--- config.mk ---
export PLATFORM = sky130hd
export DESIGN_NAME = tmr_cc_channel
export DESIGN_NICKNAME = d
export VERILOG_FILES = /design/src/rtl/tmr_cc_pkg.sv /design/src/rtl/tmr_cc_edge.sv /design/src/rtl/tmr_cc_value.sv /design/src/rtl/tmr_cc_out.sv /design/src/rtl/tmr_cc_channel.sv
export SDC_FILE = /design/constraint.sdc
export NUM_CORES = 1
export LEC_CHECK = 0
export BUFFER_PORTS_ARGS = -buffer_cell sky130_fd_sc_hd__buf_2
export CORE_AREA = 2 2 64 66
export DETAILED_ROUTE_END_ITERATION = 10
export DIE_AREA = 0 0 66 68
export PLACE_DENSITY = 0.71
export SLEW_MARGIN = 20
export SYNTH_ARGS = -nofsm -noshare
export SYNTH_HDL_FRONTEND = slang
export SYNTH_HIERARCHICAL = 1
export SYNTH_SLANG_ARGS = --single-unit
export TNS_END_PERCENT = 5
--- constraint.sdc ---
create_clock -name clk -period 1.5 [get_ports clk]
set_input_delay 0 -clock clk [delete_from_list [all_inputs] [get_ports clk]]
set_output_delay 0 -clock clk [all_outputs]
set_load 0.05 [all_outputs]
--- src/rtl/tmr_cc_pkg.sv ---
package tmr_cc_pkg;

  typedef enum logic [2:0] {
    ACT_SET       = 3'd0,
    ACT_CLR       = 3'd1,
    ACT_TGL       = 3'd2,
    ACT_UPSET_ZLO = 3'd3,
    ACT_UPCLR_ZHI = 3'd4,
    ACT_SET_TLO   = 3'd5,
    ACT_CLR_ZHI   = 3'd6,
    ACT_INIT      = 3'd7
  } cmp_act_e;

  typedef enum logic [1:0] {
    EDGE_NONE = 2'd0,
    EDGE_RISE = 2'd1,
    EDGE_FALL = 2'd2,
    EDGE_BOTH = 2'd3
  } cap_edge_e;

  // Level the pin takes on initialization: opposite of what a match drives
  function automatic logic init_level(cmp_act_e act);
    return (act == ACT_CLR) || (act == ACT_UPCLR_ZHI) || (act == ACT_CLR_ZHI);
  endfunction

endpackage

--- src/rtl/tmr_cc_edge.sv ---
module tmr_cc_edge #(
  parameter int SYNC_STAGES = 2
) (
  input  logic clk,
  input  logic rst_n,
  input  logic pin,
  output logic rise,
  output logic fall
);
  localparam int LAST = SYNC_STAGES;

  // sh[0..SYNC_STAGES-1] form the synchronizer, sh[LAST] holds the previous level
  logic [LAST:0] sh;

  always_ff @(posedge clk or negedge rst_n) begin
    if (!rst_n) sh[0] <= 1'b0;
    else        sh[0] <= pin;
  end

  for (genvar i = 1; i <= LAST; i++) begin : g_stage
    always_ff @(posedge clk or negedge rst_n) begin
      if (!rst_n) sh[i] <= 1'b0;
      else        sh[i] <= sh[i-1];
    end
  end

  assign rise = sh[LAST-1] & ~sh[LAST];
  assign fall = ~sh[LAST-1] & sh[LAST];
endmodule

--- src/rtl/tmr_cc_value.sv ---
module tmr_cc_value #(
  parameter int W = 8
) (
  input  logic         clk,
  input  logic         rst_n,
  input  logic         cmp_mode,
  input  logic         zero_tick,
  input  logic         cap_evt,
  input  logic [W-1:0] cnt,
  input  logic         wr,
  input  logic [W-1:0] din,
  output logic [W-1:0] val
);
  logic [W-1:0] hold_q;
  logic         hold_v;
  logic         wr_now, wr_held;

  assign wr_now  = wr & ~cmp_mode;
  assign wr_held = wr & cmp_mode;

  always_ff @(posedge clk or negedge rst_n) begin
    if (!rst_n) begin
      hold_q <= '0;
      hold_v <= 1'b0;
    end else if (wr_held) begin
      hold_q <= din;
      hold_v <= 1'b1;
    end else if (zero_tick) begin
      hold_v <= 1'b0;
    end
  end

  always_ff @(posedge clk or negedge rst_n) begin
    if (!rst_n)                 val <= '0;
    else if (cap_evt)           val <= cnt;
    else if (wr_now)            val <= din;
    else if (zero_tick && hold_v) val <= hold_q;
  end
endmodule

--- src/rtl/tmr_cc_out.sv ---
module tmr_cc_out #(
  parameter int W = 8
) (
  input  logic                 clk,
  input  logic                 rst_n,
  input  tmr_cc_pkg::cmp_act_e act,
  input  logic                 active,
  input  logic                 init,
  input  logic                 match,
  input  logic                 up,
  input  logic [W-1:0]         cnt,
  output logic                 pin
);
  import tmr_cc_pkg::*;

  localparam logic [W-1:0] CNT_TOP = {W{1'b1}};

  logic at_zero, at_top, nxt;

  assign at_zero = (cnt == '0);
  assign at_top  = (cnt == CNT_TOP);

  always_comb begin
    nxt = pin;
    unique case (act)
      ACT_SET:       if (match) nxt = 1'b1;
      ACT_CLR:       if (match) nxt = 1'b0;
      ACT_TGL:       if (match) nxt = ~pin;
      ACT_UPSET_ZLO: if (match && up) nxt = 1'b1; else if (at_zero) nxt = 1'b0;
      ACT_UPCLR_ZHI: if (match && up) nxt = 1'b0; else if (at_zero) nxt = 1'b1;
      ACT_SET_TLO:   if (match) nxt = 1'b1; else if (at_top) nxt = 1'b0;
      ACT_CLR_ZHI:   if (match) nxt = 1'b0; else if (at_zero) nxt = 1'b1;
      default:       nxt = pin;
    endcase
  end

  always_ff @(posedge clk or negedge rst_n) begin
    if (!rst_n)      pin <= 1'b0;
    else if (init)   pin <= init_level(act);
    else if (active) pin <= nxt;
  end
endmodule

--- src/rtl/tmr_cc_channel.sv ---
module tmr_cc_channel #(
  parameter int W           = 8,
  parameter int SYNC_STAGES = 2
) (
  input  logic         clk,
  input  logic         rst_n,
  input  logic [W-1:0] cnt,
  input  logic         cnt_up,
  input  logic         cnt_tick,
  input  logic         cnt_clr,
  input  logic         ctl_we,
  input  logic         ctl_im,
  input  logic [2:0]   ctl_cmp,
  input  logic         ctl_mode,
  input  logic [1:0]   ctl_cap,
  input  logic         val_we,
  input  logic [W-1:0] val_din,
  input  logic         flag_clr,
  input  logic         cap_pin,
  output logic [W-1:0] val_q,
  output logic         out_pin,
  output logic         flag,
  output logic         irq
);
  import tmr_cc_pkg::*;

  logic      im_q, mode_q;
  cmp_act_e  act_q;
  cap_edge_e edge_q;
  logic      rise, fall, cap_evt, zero_tick, match, init_req, cmp_hit;

  always_ff @(posedge clk or negedge rst_n) begin
    if (!rst_n) begin
      im_q   <= 1'b1;
      mode_q <= 1'b0;
      act_q  <= ACT_SET;
      edge_q <= EDGE_NONE;
    end else if (ctl_we) begin
      im_q   <= ctl_im;
      mode_q <= ctl_mode;
      edge_q <= cap_edge_e'(ctl_cap);
      if (cmp_act_e'(ctl_cmp) != ACT_INIT) act_q <= cmp_act_e'(ctl_cmp);
    end
  end

  tmr_cc_edge #(.SYNC_STAGES(SYNC_STAGES)) u_edge (
    .clk  (clk),
    .rst_n(rst_n),
    .pin  (cap_pin),
    .rise (rise),
    .fall (fall)
  );

  assign cap_evt   = ~mode_q & ((edge_q[0] & rise) | (edge_q[1] & fall));
  assign zero_tick = cnt_tick & (cnt == '0);
  assign match     = (cnt == val_q);
  assign cmp_hit   = mode_q & cnt_tick & match;
  assign init_req  = cnt_clr | (ctl_we & (cmp_act_e'(ctl_cmp) == ACT_INIT));

  tmr_cc_value #(.W(W)) u_value (
    .clk      (clk),
    .rst_n    (rst_n),
    .cmp_mode (mode_q),
    .zero_tick(zero_tick),
    .cap_evt  (cap_evt),
    .cnt      (cnt),
    .wr       (val_we),
    .din      (val_din),
    .val      (val_q)
  );

  tmr_cc_out #(.W(W)) u_out (
    .clk   (clk),
    .rst_n (rst_n),
    .act   (act_q),
    .active(mode_q & cnt_tick),
    .init  (init_req),
    .match (match),
    .up    (cnt_up),
    .cnt   (cnt),
    .pin   (out_pin)
  );

  always_ff @(posedge clk or negedge rst_n) begin
    if (!rst_n)                   flag <= 1'b0;
    else if (cap_evt || cmp_hit)  flag <= 1'b1;
    else if (flag_clr)            flag <= 1'b0;
  end

  assign irq = flag & im_q;
endmodule

==> impl_metrics.sql <==
INSERT INTO impl_metrics (metric_group, metric, value, unit) VALUES
('worst_setup_path', 'cp_launch_type', 'register', ''),
('drt', 'dr.pass1.iters', '4', ''),
('drt', 'final_antenna_net_count', '0', ''),
('floorplanning', 'dieArea', '4490', 'um^2'),
('synthesis', 'post_synth_instance_area', '1640', 'um^2'),
('place', 'gpl.final_weighted_congestion', '0.783', ''),
('clock_network', 'cts_buffers', '5', ''),
('synthesis', 'synthesized_netlist_cell_count', '154', ''),
('layout', 'num_antenna_cells', '0', ''),
('global_routing', 'antenna_found_initial', '0', ''),
('global_routing', 'wire_length_of_the_first_global_routing_pass', '6.38', 'mm'),
('worst_setup_path', 'worst-endpoint-arrival', '1.82', 'ns'),
('timing', 'setup_tns', '-0.155', 'ns'),
('worst_setup_path', 'cp_startpoint', 'u_value/val[7]$_DFFE_PN0P_', ''),
('synthesis', 'synth_top_flop_cell', 'sky130_fd_sc_hd__dfrtp_1', ''),
('worst_setup_path', 'path_cells', 'xnor2_1, nand4_1, nor2_2, or3_1, o211a_1, o311a_1', ''),
('worst_setup_path', 'required', '1.67', 'ns'),
('drt', 'detailedRoute.firstIterationViolations', '32', ''),
('place', 'io_buffer_count', '42', ''),
('synthesis', 'synth_cell_types', '43', ''),
('synthesis', 'async_flop_share', '1.00', ''),
('drt', 'post-route-drc-count', '0', ''),
('floorplanning', 'pin_count', '43', ''),
('layout', 'design.final.nets', '268', ''),
('outcome', 'failing_checks', 'setup timing', ''),
('worst_setup_path', 'cp_max_fo', '3', ''),
('job', 'drv.max_cap_violation_count', '0', ''),
('power', 'power_density', '1120', 'nW/um^2'),
('synthesis', 'synth_edf_count', '0', ''),
('timing', 'min_period', '1.65', 'ns'),
('drt', 'via_count', '1432', ''),
('global_routing', 'grt_overflow_total', '0', ''),
('synthesis', 'yosys_register_bits', '29', ''),
('layout', 'post_route_cells_drive_above_1_share', '0.489', ''),
('timing', 'skew', '0.00252', 'ns'),
('timing', 'max_slew_margin', '0.572', ''),
('clock_network', 'numClockSinks', '29', ''),
('power', 'power.leakage', '1.07', 'nW'),
('clock_network', 'clk_transition_reported_paths', '0.06', 'ns'),
('synthesis', 'syn-mean-instance-area', '10.6', 'um^2'),
('power', 'vdd_ir_drop_max', '0.000771', 'V'),
('floorplanning', 'placement_rows', '23', ''),
('synthesis', 'synth_seq_area_share', '0.444', ''),
('floorplanning', 'floorplan.initialDensity', '0.424', ''),
('min_path', 'min_path_type', 'primary input to register', ''),
('timing', 'setup_viol', '1', ''),
('floorplanning', 'chipHeight', '68', 'um'),
('place', 'placedInstanceArea', '2050', 'um^2'),
('timing', 'tightest_slew', '0.642', 'ns'),
('worst_setup_path', 'cp_slowest_stage_delay', '0.41', 'ns'),
('timing', 'fmax', '604', 'MHz'),
('synthesis', 'postSynthNetCount', '186', ''),
('power', 'finalPower', '0.00263', 'W'),
('timing', 'finalMaxSlewViolations', '0', ''),
('timing', 'pnr_worst_setup_slack', '-0.155', 'ns'),
('drt', 'drt_wl_total', '3.80', 'mm'),
('worst_setup_path', 'reg2reg_start', 'u_value/val[7]$_DFFE_PN0P_', ''),
('clock_network', 'clk-insertion-delay-late', '0.28', 'ns'),
('clock_network', 'cts-root-buf', 'sky130_fd_sc_hd__clkbuf_8', ''),
('timing', 'hold_viol_final', '0', ''),
('floorplanning', 'floorplan.die.width', '66', 'um'),
('drt', 'vias_per_cell', '4.99', ''),
('drt', 'wl_per_cell', '13.2', 'um'),
('layout', 'areaGrowthSynthToFinish', '43.3', '%'),
('timing', 'final_min_period_over_clock_period', '1.10', ''),
('worst_setup_path', 'slowest_stage', 'sky130_fd_sc_hd__dfrtp_2', ''),
('clock_network', 'cts.path.max_buffers', '2', ''),
('timing', 'grt_setup_unrepaired', 'yes', ''),
('global_routing', 'global_route.usage.total', '0.194', ''),
('clock_network', 'cts-htree-levels', '2', ''),
('place', 'hpwl', '2.79', 'mm'),
('worst_setup_path', 'worstSetupPathType', 'register to register', ''),
('worst_setup_path', 'cp-end-kind', 'register', ''),
('clock_network', 'cts_tree', 'done', ''),
('outcome', 'result_of_the_run', 'complete, but fails checks', ''),
('global_routing', 'grt_start_max_net_pins', '30', ''),
('floorplanning', 'design.core.area', '3860', 'um^2'),
('synthesis', 'synth_warnings', '6', ''),
('min_path', 'holdCritStartpoint', 'cnt[7]', ''),
('layout', 'layout.core_utilization', '0.608', ''),
('global_routing', 'first_global_vias', '1409', ''),
('layout', 'final_area', '2340', 'um^2');
## metrics by stage
step	hold slack (ns)	worst slack (ns)	std cells
6_report	0.0206	-0.155	287
5_1_grt	0.0199	-0.255	287
3_3_place_gp	0.0573	-0.128	260
2_1_floorplan	-0.296	-0.265	154
4_1_cts	0.00613	-0.149	287
3_5_place_dp	0.0603	-0.146	260
## synth_stat cells, drive strengths merged, types with 2 or more instances
library cell,number,area [um^2]
a211oi,9,108
a21oi,7,35.0
and2,2,12.5
and3,8,50.1
buf,4,21.3
dfrtp,28,701
inv,6,22.5
mux2,12,135
nand2,17,71.3
nand2b,2,12.5
nand3,2,10.0
nand4,3,18.8
nor2,11,41.3
nor2b,3,18.8
o21ai,2,10.0
o311ai,2,25.0
o31ai,8,100
or4,2,18.8
xnor2,8,70.1
## sequential cells by signal (all words and copies together) (netlist names)
| name | count |
|---|---|
| u_value/val | 8 |
| flag | 1 |
| edge_q | 2 |
| act_q | 3 |
| im_q | 1 |
| u_out/pin | 1 |
| u_value/hold_q | 8 |
| u_value/hold_v | 1 |
| mode_q | 1 |
| u_edge/sh | 3 |
## cells by family after synthesis
family                 synth area share
AND/OR/NAND/NOR                   0.190
flip-flops                        0.444
AO/OA/AOI/OAI                     0.211
buffers and inverters            0.0298
XOR/XNOR                         0.0428
multiplexers                     0.0826
## power breakdown
part	internal (W)	switching [W]
combinational	0.000428	0.000511
clock	0.000413	0.000283
sequential	0.000920	0.0000763
## final timing paths
path | slack, ns | endpoint | cells past startpoint
worst max-delay path | -0.15 | u_out/pin$_DFFE_PN0P_ | 6
worst min-delay path | 0.02 | u_value/val[7]$_DFFE_PN0P_ | 3
worst max register to register | -0.15 | u_out/pin$_DFFE_PN0P_ | 6
worst min register to register | 0.35 | u_edge/sh[1]$_DFF_PN0_ | 0
max in group asynchronous | 0.76 | u_value/val[0]$_DFFE_PN0P_ | 2
min in group asynchronous | 0.28 | act_q[0]$_DFFE_PN0P_ | 2
## routing by layer
metal / GRT usage / vias to the layer above / part of all wire
met3: 0.0576 / 6 / 0.042
met2: 0.324 / 32 / 0.49
met4: 0.0944 / 0 / 0.019
met5: 0 / - / 0
li1: - / 724 / -
met1: 0.231 / 670 / 0.45
## critical path, delay by kind of cell, from the launching register on
family	cells	cell delay (ns)
AO/OA/AOI/OAI	2	0.51
AND/OR/NAND/NOR	3	0.50
XOR/XNOR	1	0.12
flip-flops	1	0.41
## cell usage in the layout, fill, tap and decap left out, types with 2 or more instances in the layout
cell type	count
sky130_fd_sc_hd__a21oi_1	7
sky130_fd_sc_hd__dfrtp_1	20
sky130_fd_sc_hd__nor2b_1	3
sky130_fd_sc_hd__clkbuf_8	7
sky130_fd_sc_hd__o21ai_0	2
sky130_fd_sc_hd__dfrtp_2	8
sky130_fd_sc_hd__buf_2	42
sky130_fd_sc_hd__and3_1	8
sky130_fd_sc_hd__nand2b_1	2
sky130_fd_sc_hd__a211oi_2	8
sky130_fd_sc_hd__nand4_1	3
sky130_fd_sc_hd__nor2_1	10
sky130_fd_sc_hd__nand3_1	2
sky130_fd_sc_hd__o31ai_2	8
sky130_fd_sc_hd__nand2_1	16
sky130_fd_sc_hd__buf_4	20
sky130_fd_sc_hd__inv_1	5
sky130_fd_sc_hd__xnor2_1	7
sky130_fd_sc_hd__mux2_2	12
sky130_fd_sc_hd__and2_1	2
sky130_fd_sc_hd__dlygate4sd3_1	17
## cell type report
class	instances	area [um^2]
inverters	6	22.5
clock inverters	1	5.00
flip-flops and latches	29	737
well taps	50	62.6
clock buffers	7	96.3
repair buffers	80	551
fillers	335	1510
multi-input cells	114	871
## what timing repair did
| action | 4_1_cts | 5_1_grt |
|---|---|---|
| endpoints found under the setup margin | 1 | 3 |
| hold buffers | 17 | 0 |
| hold endpoints to repair | 44 | 0 |
| pin swaps | 2 | 4 |
| resized for setup | 0 | 2 |
| buffers inserted | 2 | 0 |
Power figures use the tool's default switching activity.
